File: src/rtl/cardcfg_pkg.sv
package cardcfg_pkg;
  localparam int unsigned OFS_OPT  = 0;
  localparam int unsigned OFS_STAT = 2;
  localparam int unsigned OFS_PIN  = 4;
  localparam int unsigned OFS_SOCK = 6;

  localparam logic [7:0] OPT_WMASK  = 8'hCF;
  localparam logic [7:0] STAT_KEEP  = 8'h82;
  localparam logic [7:0] STAT_LOAD  = 8'h74;
  localparam logic [7:0] PIN_CONST  = 8'h0C;

  localparam int unsigned OPT_SRST_BIT = 7;
  localparam int unsigned STAT_INT_BIT = 1;
  localparam int unsigned STAT_PWD_BIT = 2;
  localparam int unsigned PIN_RDY_BIT  = 5;

  typedef enum logic [2:0] {
    SEL_ZERO,
    SEL_ROM,
    SEL_OPT,
    SEL_STAT,
    SEL_PIN
  } sel_e;
endpackage

File: src/rtl/cardcfg_decode.sv
module cardcfg_decode
  import cardcfg_pkg::*;
#(
  parameter int unsigned ADDR_W   = 10,
  parameter int unsigned CFG_BASE = 'h200,
  parameter int unsigned CIS_LEN  = 16,
  localparam int unsigned CIS_AW  = $clog2(CIS_LEN)
) (
  input  logic [ADDR_W-1:0] addr,
  output sel_e              sel,
  output logic [CIS_AW-1:0] rom_idx
);
  localparam logic [ADDR_W-1:0] BASE_A = ADDR_W'(CFG_BASE);
  localparam logic [ADDR_W-1:0] LEN_A  = ADDR_W'(CIS_LEN);

  logic [ADDR_W-1:0] ofs;

  always_comb begin
    ofs     = addr - BASE_A;
    rom_idx = addr[CIS_AW-1:0];
    sel     = SEL_ZERO;
    if (addr < BASE_A) begin
      if (addr < LEN_A) sel = SEL_ROM;
    end else begin
      if (ofs == ADDR_W'(OFS_OPT))       sel = SEL_OPT;
      else if (ofs == ADDR_W'(OFS_STAT)) sel = SEL_STAT;
      else if (ofs == ADDR_W'(OFS_PIN))  sel = SEL_PIN;
    end
  end
endmodule

File: src/rtl/cardcfg_cis.sv
module cardcfg_cis #(
  parameter int unsigned      CIS_LEN   = 16,
  parameter logic [CIS_LEN*8-1:0] CIS_IMAGE = '0,
  localparam int unsigned     CIS_AW    = $clog2(CIS_LEN)
) (
  input  logic [CIS_AW-1:0] idx,
  output logic [7:0]        byte_o
);
  logic [7:0] rom [CIS_LEN];

  for (genvar g = 0; g < CIS_LEN; g++) begin : g_rom
    assign rom[g] = CIS_IMAGE[g*8 +: 8];
  end

  always_comb begin
    byte_o = 8'h00;
    if (32'(idx) < CIS_LEN) byte_o = rom[idx];
  end
endmodule

File: src/rtl/cardcfg_state.sv
module cardcfg_state
  import cardcfg_pkg::*;
(
  input  logic       clk,
  input  logic       rst_n,
  input  logic       wr_opt,
  input  logic       wr_stat,
  input  logic [7:0] wdata,
  input  logic       drive_irq,
  output logic [7:0] opt_q,
  output logic [7:0] stat_q,
  output logic       rdy_q,
  output logic       srst_q
);
  logic [7:0] opt_nx, stat_nx;
  logic       rdy_nx, srst_nx, opt_en, rdy_en;

  always_comb begin
    opt_nx  = opt_q;
    stat_nx = stat_q;
    rdy_nx  = rdy_q;
    srst_nx = 1'b0;
    if (srst_q) begin
      opt_nx  = '0;
      stat_nx = '0;
      rdy_nx  = 1'b0;
    end else begin
      if (wr_opt) begin
        opt_nx  = wdata & OPT_WMASK;
        srst_nx = wdata[OPT_SRST_BIT];
      end
      if (wr_stat) begin
        stat_nx = (stat_q & STAT_KEEP) | (wdata & STAT_LOAD);
        if (wdata[STAT_PWD_BIT] != stat_q[STAT_PWD_BIT]) rdy_nx = 1'b1;
      end
      stat_nx[STAT_INT_BIT] = drive_irq;
    end
  end

  assign opt_en = srst_q | wr_opt;
  assign rdy_en = srst_q | wr_stat;

  always_ff @(posedge clk or negedge rst_n) begin
    if (!rst_n) begin
      opt_q  <= '0;
      stat_q <= '0;
      rdy_q  <= 1'b0;
      srst_q <= 1'b0;
    end else begin
      if (opt_en) opt_q <= opt_nx;
      if (rdy_en) rdy_q <= rdy_nx;
      stat_q <= stat_nx;
      srst_q <= srst_nx;
    end
  end

  a_r3_opt_mask: assert property (@(posedge clk) disable iff (!rst_n)
    (opt_q & ~OPT_WMASK) == 8'h00);
  a_r3_opt_load: assert property (@(posedge clk) disable iff (!rst_n)
    (wr_opt && !srst_q) |=> opt_q == ($past(wdata) & OPT_WMASK));
  a_r4_stat_fixed: assert property (@(posedge clk) disable iff (!rst_n)
    !stat_q[0] && !stat_q[3] && !stat_q[7]);
  a_r5_rdy_sticky: assert property (@(posedge clk) disable iff (!rst_n)
    (rdy_q && !srst_q) |=> rdy_q);
  a_r6_int_track: assert property (@(posedge clk) disable iff (!rst_n)
    !srst_q |=> stat_q[STAT_INT_BIT] == $past(drive_irq));
  a_r8_one_cycle: assert property (@(posedge clk) disable iff (!rst_n)
    srst_q |=> !srst_q);
  a_r8_cleared: assert property (@(posedge clk) disable iff (!rst_n)
    srst_q |=> (opt_q == 8'h00) && (stat_q == 8'h00) && !rdy_q);
endmodule

File: src/rtl/cardcfg_irq.sv
module cardcfg_irq (
  input  logic stat_int,
  input  logic opt_srst,
  input  logic ctl_irq_dis,
  input  logic ctl_srst,
  output logic card_irq
);
  logic blocked;

  always_comb begin
    blocked  = stat_int | opt_srst | ctl_irq_dis | ctl_srst;
    card_irq = ~blocked;
  end
endmodule

File: src/rtl/cardcfg_regs.sv
module cardcfg_regs
  import cardcfg_pkg::*;
#(
  parameter int unsigned ADDR_W   = 10,
  parameter int unsigned CFG_BASE = 'h200,
  parameter int unsigned CIS_LEN  = 16,
  parameter logic [CIS_LEN*8-1:0] CIS_IMAGE = 128'h2001DF0218FF01D902041CFF01D90301
) (
  input  logic              clk,
  input  logic              rst_n,
  input  logic              acc_en,
  input  logic              acc_wr,
  input  logic [ADDR_W-1:0] acc_addr,
  input  logic [7:0]        wr_data,
  output logic [7:0]        rd_data,
  input  logic              drive_irq,
  input  logic              ctl_irq_dis,
  input  logic              ctl_srst,
  output logic              card_irq,
  output logic              soft_rst
);
  localparam int unsigned CIS_AW = $clog2(CIS_LEN);

  sel_e              sel;
  logic [CIS_AW-1:0] rom_idx;
  logic [7:0]        rom_byte, opt_q, stat_q, rd_nx, rd_q;
  logic              rdy_q, srst_q, rd_en, wr_opt, wr_stat;

  cardcfg_decode #(.ADDR_W(ADDR_W), .CFG_BASE(CFG_BASE), .CIS_LEN(CIS_LEN)) u_dec (
    .addr(acc_addr), .sel(sel), .rom_idx(rom_idx));

  cardcfg_cis #(.CIS_LEN(CIS_LEN), .CIS_IMAGE(CIS_IMAGE)) u_cis (
    .idx(rom_idx), .byte_o(rom_byte));

  assign wr_opt  = acc_en & acc_wr & (sel == SEL_OPT);
  assign wr_stat = acc_en & acc_wr & (sel == SEL_STAT);
  assign rd_en   = acc_en & ~acc_wr;

  cardcfg_state u_st (
    .clk(clk), .rst_n(rst_n), .wr_opt(wr_opt), .wr_stat(wr_stat),
    .wdata(wr_data), .drive_irq(drive_irq), .opt_q(opt_q),
    .stat_q(stat_q), .rdy_q(rdy_q), .srst_q(srst_q));

  cardcfg_irq u_irq (
    .stat_int(stat_q[STAT_INT_BIT]), .opt_srst(opt_q[OPT_SRST_BIT]),
    .ctl_irq_dis(ctl_irq_dis), .ctl_srst(ctl_srst), .card_irq(card_irq));

  always_comb begin
    unique case (sel)
      SEL_ROM:  rd_nx = rom_byte;
      SEL_OPT:  rd_nx = opt_q;
      SEL_STAT: begin
        rd_nx = stat_q;
        if (ctl_irq_dis) rd_nx[STAT_INT_BIT] = 1'b0;
      end
      SEL_PIN:  rd_nx = PIN_CONST | (8'(rdy_q) << PIN_RDY_BIT);
      default:  rd_nx = 8'h00;
    endcase
  end

  always_ff @(posedge clk or negedge rst_n) begin
    if (!rst_n) rd_q <= 8'h00;
    else if (rd_en) rd_q <= rd_nx;
  end

  assign rd_data  = rd_q;
  assign soft_rst = srst_q;

  a_r7_quiet_in_reset: assert property (@(posedge clk) disable iff (!rst_n)
    soft_rst |-> !card_irq);
  a_r2_zero_reads: assert property (@(posedge clk) disable iff (!rst_n)
    (acc_en && !acc_wr && sel == SEL_ZERO) |=> rd_data == 8'h00);
  a_r2_read_hold: assert property (@(posedge clk) disable iff (!rst_n)
    !(acc_en && !acc_wr) |=> $stable(rd_data));
endmodule

File: config.mk
export PLATFORM = sky130hd
export DESIGN_NAME = cardcfg_regs
export DESIGN_NICKNAME = d
export VERILOG_FILES = /design/src/rtl/cardcfg_pkg.sv /design/src/rtl/cardcfg_decode.sv /design/src/rtl/cardcfg_cis.sv /design/src/rtl/cardcfg_state.sv /design/src/rtl/cardcfg_irq.sv /design/src/rtl/cardcfg_regs.sv
export SDC_FILE = /design/constraint.sdc
export NUM_CORES = 1
export LEC_CHECK = 0
export ABC_AREA = 1
export BUFFER_PORTS_ARGS = -buffer_cell sky130_fd_sc_hd__clkbuf_2
export CAP_MARGIN = 20
export CELL_PAD_IN_SITES_DETAIL_PLACEMENT = 1
export CELL_PAD_IN_SITES_GLOBAL_PLACEMENT = 1
export CORE_UTILIZATION = 39
export DETAILED_ROUTE_END_ITERATION = 10
export GPL_TIMING_DRIVEN = 1
export PLACE_DENSITY_LB_ADDON = 0.05
export RECOVER_POWER = 100
export SLEW_MARGIN = 20
export SYNTH_ARGS = -nofsm -noshare
export SYNTH_HDL_FRONTEND = slang
export SYNTH_SLANG_ARGS = --single-unit
File: constraint.sdc
create_clock -name clk -period 1.4 [get_ports clk]
set_input_delay 0.14 -clock clk [delete_from_list [all_inputs] [get_ports clk]]
set_output_delay 0.14 -clock clk [all_outputs]
set_load 0.005 [all_outputs]
=== Yosys cells after proc, flatten, opt, wreduce, memory -nomap -nowiden ===
Memory sizes are Yosys's and may differ from the RTL's.
Cells that the tools add are included.

* Eq/ne operators: 7
* Reductions and logical operators: 6
* Order comparisons: 3
* Bitwise operators: 13
* Multiplexer cells: 18
* Add/subtract/negate cells: 1
* Divide/modulo/power cells: 0
* Multiply operators: 0
* Shift operators: 0

{| class="wikitable"
|+ Operator list
! operator !! number
|-
| 8-bit 2-to-1 mux || 6
|-
| 8-bit case mux with 4 select lines || 1
|-
| 3-bit 2-to-1 mux || 4
|-
| 10-bit by 2-bit equality test with 1-bit output (second input constant) || 1
|-
| 10-bit by 3-bit equality test with 1-bit output (second input constant) || 1
|-
| 10-bit logical NOT || 1
|-
| 10-bit < comparator (second input constant) || 1
|-
| 10-bit by 5-bit < comparator with 1-bit output (second input constant) || 1
|-
| 10-bit subtractor (second input constant) || 1
|-
| 8-bit by 7-bit OR with 8-bit output || 1
|-
| 1-bit 2-to-1 mux || 7
|-
| 3-bit by 2-bit equality test with 1-bit output (second input constant) || 2
|-
| 2-bit nonzero test || 3
|-
| 5-bit >= comparator (second input constant) || 1
|-
| 4-bit inverter with 5-bit output || 1
|-
| 1-bit OR || 5
|-
| 1-bit AND || 4
|-
| 3-bit by 1-bit equality test with 1-bit output (second input constant) || 1
|-
| 3-bit equality test (second input constant) || 1
|-
| 3-bit AND reduction || 1
|-
| 1-bit inverter || 2
|-
| 2-bit AND reduction || 1
|-
| 1-bit != test || 1
|}

* Bits in registers: 26
* Bits in read-only memories: 128
* Memories: 1
* Bits of input ports: 25
* Bits in latches: 0
* Output and inout port bits: 10
* Memory bits (writable): 0

{| class="wikitable"
|+ Memories
! name !! words !! width !! rd ports !! clocked after Yosys merged registers in !! write ports !! RTL line !! text
|-
| (no name shown) || 16 || 8 || 1 || 0 || 0 || cardcfg_cis.sv:17 || <nowiki>if (32'(idx) < CIS_LEN) byte_o = rom[idx];</nowiki>
|}

=== Longest topological paths before layout ===
* Depth after elaboration: 10
* Mapped depth: 12
* Depth with buffers taken out: 12

=== Hierarchy ===
A second synthesis with hierarchy kept.

* Cells, all modules: 238
* Area, all modules: 1601.5 um^2

{| class="wikitable"
|+ Modules (own cells, without submodules)
! module !! sequential area each (um^2) !! instances !! area each (um^2) !! cells an instance
|-
| cardcfg_regs || 200.2 || 1 || 605.6 || 90
|-
| cardcfg_state || 325.3 || 1 || 553.0 || 64
|-
| cardcfg_cis || 0.0 || 1 || 271.5 || 48
|-
| cardcfg_decode || 0.0 || 1 || 145.1 || 29
|-
| cardcfg_irq || 0.0 || 1 || 26.3 || 7
|}

=== Worst setup path after synthesis ===
Ideal clock, no wire load.

* Path kind: input-to-reg
* Start: input acc_addr[1]
* End: register u_st.opt_q[7]
* Path buffers: 0
* Stages: 9
* Setup slack: 0.211 ns
* Data arrival time: 1.071 ns
* Cells stage by stage: inv_1 > ha_1 > nand2_4 > nor3_4 > nand2_2 > nand2_4 > inv_4 > nand2_1 > nand2_1

* Cells in the longest elaborated chain, start to end: 10

{| class="wikitable"
|+ RTL lines
! element !! RTL line !! text
|-
| start, declared || cardcfg_regs.sv:13 || <nowiki>input logic [ADDR_W-1:0] acc_addr,</nowiki>
|-
| 10-bit subtractor || cardcfg_decode.sv:19 || <nowiki>ofs = addr - BASE_A;</nowiki>
|-
| 10-bit by 3-bit equality test with 1-bit output || cardcfg_decode.sv:27 || <nowiki>else if (ofs == ADDR_W'(OFS_PIN)) sel = SEL_PIN;</nowiki>
|-
| 3-bit 2-to-1 mux || cardcfg_decode.sv:27 ||
|-
| 3-bit 2-to-1 mux || cardcfg_decode.sv:26 || <nowiki>else if (ofs == ADDR_W'(OFS_STAT)) sel = SEL_STAT;</nowiki>
|-
| 3-bit 2-to-1 mux || cardcfg_decode.sv:25 || <nowiki>if (ofs == ADDR_W'(OFS_OPT)) sel = SEL_OPT;</nowiki>
|-
| 3-bit 2-to-1 mux * || cardcfg_decode.sv:22 || <nowiki>if (addr < BASE_A) begin</nowiki>
|-
| 3-bit by 2-bit equality test with 1-bit output * || cardcfg_regs.sv:35 || <nowiki>assign wr_opt = acc_en & acc_wr & (sel == SEL_OPT);</nowiki>
|-
| 1-bit AND * || cardcfg_regs.sv:35 ||
|-
| 2-bit nonzero test (no line) or 1-bit OR (tied branches) || -- ||
|-
| 2-bit AND reduction (no line) * || -- ||
|-
| end signal, assigned || cardcfg_state.sv:50 || <nowiki>if (opt_en) opt_q <= opt_nx;</nowiki>
|-
| end, declared || cardcfg_state.sv:10 || <nowiki>output logic [7:0] opt_q,</nowiki>
|}

Every way passes the cells marked *; elsewhere a longest branch is shown, timed or not.
A chain may end at the register's enable or synchronous reset.

=== Worst setup path in the final report ===
* Start: register u_st.opt_q[7]
* End: output card_irq

* Cells in the longest elaborated chain, start to end: 4

{| class="wikitable"
|+ RTL lines
! element !! RTL line !! text
|-
| 1-bit OR (3 in a row) || cardcfg_irq.sv:11 || <nowiki>blocked = stat_int | opt_srst | ctl_irq_dis | ctl_srst;</nowiki>
|-
| 1-bit inverter || cardcfg_irq.sv:12 || <nowiki>card_irq = ~blocked;</nowiki>
|-
| end, declared || cardcfg_regs.sv:19 || <nowiki>output logic card_irq,</nowiki>
|}

Every way passes these cells.

==> results.json <==
{
  "grt_max_degree": 22,
  "fmax_mhz": 745.3,
  "clock_skew_ns": 0.009090,
  "clockBufferDepth": 2,
  "ctsResizeCount": 0,
  "ys_warn_count": 0,
  "cts-root-buf": "clkbuf_4",
  "synth_area_sq_um": 1348,
  "die_h_um": 60.78,
  "instances_no_fill": 272,
  "seq_area_frac_synth": 0.3900,
  "whs_ns": 0.02862,
  "grt_use_met1": 0.2689,
  "hpwl_um": 2929,
  "drv_slew": 0,
  "antenna_found_initial": 0,
  "viasPerCell": 4.871,
  "grt_use_met3": 0.04478,
  "power.static_leakage_uw": 0.0009071,
  "initial_utilization": 0.4274,
  "grtUsageMet2": 0.3815,
  "globalplace.congestion": 0.8495,
  "period_minus_slack_ns": 1.342,
  "postSynth.asyncResetShare": 1.000,
  "syn_to_final_growth_pct": 18.94,
  "post-route-period-util": 0.9584,
  "ctsHoldBuffers": 1,
  "synth_cell_types": 24,
  "postCtsSetupBuffers": 0,
  "finalHoldViolCount": 0,
  "grt_pass1_wl_um": 5664,
  "diodes": 0,
  "hp-class": "input port to register",
  "required_ns": 1.26,
  "insertion_delay_ns": 0.30,
  "routed_wl_um": 3470,
  "setup_ws_ns": 0.05824,
  "busiest_layer": "met2",
  "setup_viol": 0,
  "placedCellCount": 267,
  "synth_fp_nets": 218,
  "tightest_slew_ns": 0.5186,
  "htreeDepth": 1,
  "crit_fanout": 3,
  "drc": 0,
  "power_uw": 1066,
  "status": "finished, final reports clean",
  "die_x_um": 60.78,
  "postRouteAntennaNets": 0,
  "synth_commonest_cells": "nand2_1, nand3_1, dfrtp_1",
  "gr-total-overflow": 0,
  "powerDensity_nw_per_um2": 665.0,
  "final_layout_size_suffix_gt1_frac": 0.1930,
  "grt_pass1_vias": 1290,
  "synth_flop_cell": "dfrtp_1",
  "drt_first_iter_violations": 50,
  "slew-limit-headroom": 0.6542,
  "rows": 20,
  "die_area_sq_um": 3694,
  "dpl_worst_slack_ns": -0.1139,
  "worst-setup-path-type": "register to output port",
  "via_count": 1325,
  "clock-sinks": 21,
  "synth.avg_cell_area_sq_um": 7.206,
  "cts_tree": "done",
  "critPathLaunchType": "register",
  "worstHoldStart": "drive_irq",
  "arrival_ns": 1.20,
  "synth_most_common_cell": "nand2_1",
  "endpoint_kind": "output port",
  "place_area_sq_um": 1587,
  "ir_drop_uv": 675.5,
  "rsz0062_at_grt": "false",
  "io_pins": 35,
  "synth_seq_cells": 21,
  "maxCapViolations": 0,
  "dr.pass1.iters": 4,
  "r2r-start": "u_st.srst_q$_DFF_PN0_",
  "cts_buffers": 3,
  "fin_area_sq_um": 1603,
  "crit_start": "u_st.opt_q[7]$_DFFE_PN0P_",
  "synth_top_area_frac": 0.3900,
  "path_clk_slew_ns": 0.11,
  "routedWlPerCell_um": 12.76,
  "synth_top_area_cell": "dfrtp_1",
  "fin_nets": 260,
  "yosys-top-cells-area": "dfrtp_1, nand2_1, nand3_1, ha_1, inv_1",
  "grt_usage": 0.2099,
  "core_region_area_sq_um": 3153,
  "netlist_instances": 187,
  "synth-edff-count": 0,
  "port_buffers": 34
}
## cell usage in the layout (no fill, tap or decap)
| cell type | netlist | layout |
|---|---|---|
| nand2_1 | 71 | 71 |
| nand3_1 | 27 | 28 |
| clkbuf_2 | 0 | 27 |
| dfrtp_1 | 21 | 21 |
| inv_1 | 19 | 19 |
| nor2_1 | 11 | 11 |
| o21ai_0 | 7 | 10 |
| clkbuf_1 | 0 | 9 |
| ha_1 | 6 | 6 |
| a21oi_1 | 3 | 3 |
| clkbuf_4 | 0 | 3 |
| buf_4 | 1 | 3 |
| nor2_2 | 2 | 2 |
| nand2_4 | 2 | 2 |
| nand2_2 | 2 | 2 |
| nor4_1 | 1 | 1 |
| nor2_8 | 1 | 1 |
| nor2_4 | 1 | 1 |
| nor3_1 | 1 | 1 |
| nor3_4 | 1 | 1 |
| inv_4 | 1 | 1 |
| o21ai_1 | 4 | 1 |
| nand3b_1 | 1 | 1 |
| xor2_1 | 1 | 1 |
| clkinv_2 | 0 | 1 |
| dlygate4sd3_1 | 0 | 1 |
## path summary, 6_finish.rpt
check	to	slack, ns	depth (start not counted)
max	card_irq	0.06	2
min	u_st.stat_q[1]$_DFF_PN0_	0.03	3
max reg2reg	u_st.opt_q[7]$_DFFE_PN0P_	0.18	4
min reg2reg	rd_data[0]$_DFFE_PN0P_	0.49	2
max in group asynchronous	u_st.stat_q[1]$_DFF_PN0_	0.71	2
min in group asynchronous	u_st.rdy_q$_DFFE_PN0P_	0.33	2
## critical path, stage by stage, from the launching register on
cell and delay [ns]:
dfrtp_1 0.43, nor4_1 0.30, clkbuf_2 0.16
## cells by family after synthesis
logic type      after synthesis  synth area share
flops                        21            0.3900
fa+ha+maj                     6           0.05571
xor+xnor                      1          0.006501
simple gates                122            0.4206
compound gates               14           0.05199
buf+inv                      23           0.07521
## metal layers
layer  vias up  share of wire
li1        673              -
met1       619           0.46
met2        33           0.50
met3         0          0.040
met4         0              0
met5         -              0
## final cells by class
cell class	count	area, sq um
Timing Repair Buffer	40	201.4
Multi-Input combinational cell	143	715.7
Inverter	20	77.57
Fill cell	446	1550
Clock inverter	1	5.005
Clock buffer	3	22.52
Sequential cell	21	525.5
Tap cell	44	55.05
## metrics by stage
step | utilization | setup TNS [ns]
after floorplan | - | 0
after global placement | 0.5032 | -0.03553
after detailed placement | 0.5032 | -1.101
after CTS | 0.5151 | 0
after global routing | 0.5083 | 0
final | 0.5083 | 0
## report_power, final
group | switching, uW | internal (uW) | leakage [uW]
logic | 105 | 63.9 | 0.000604
registers | 4.81 | 614 | 0.000285
clock network | 172 | 106 | 0.0000177
## flip-flops by register name (all words and copies together) (netlist names)
register,cells
rd_data,8
u_st.opt_q,6
u_st.stat_q,5
u_st.rdy_q,1
u_st.srst_q,1
No activity file was read; power rests on OpenSTA's default activity.
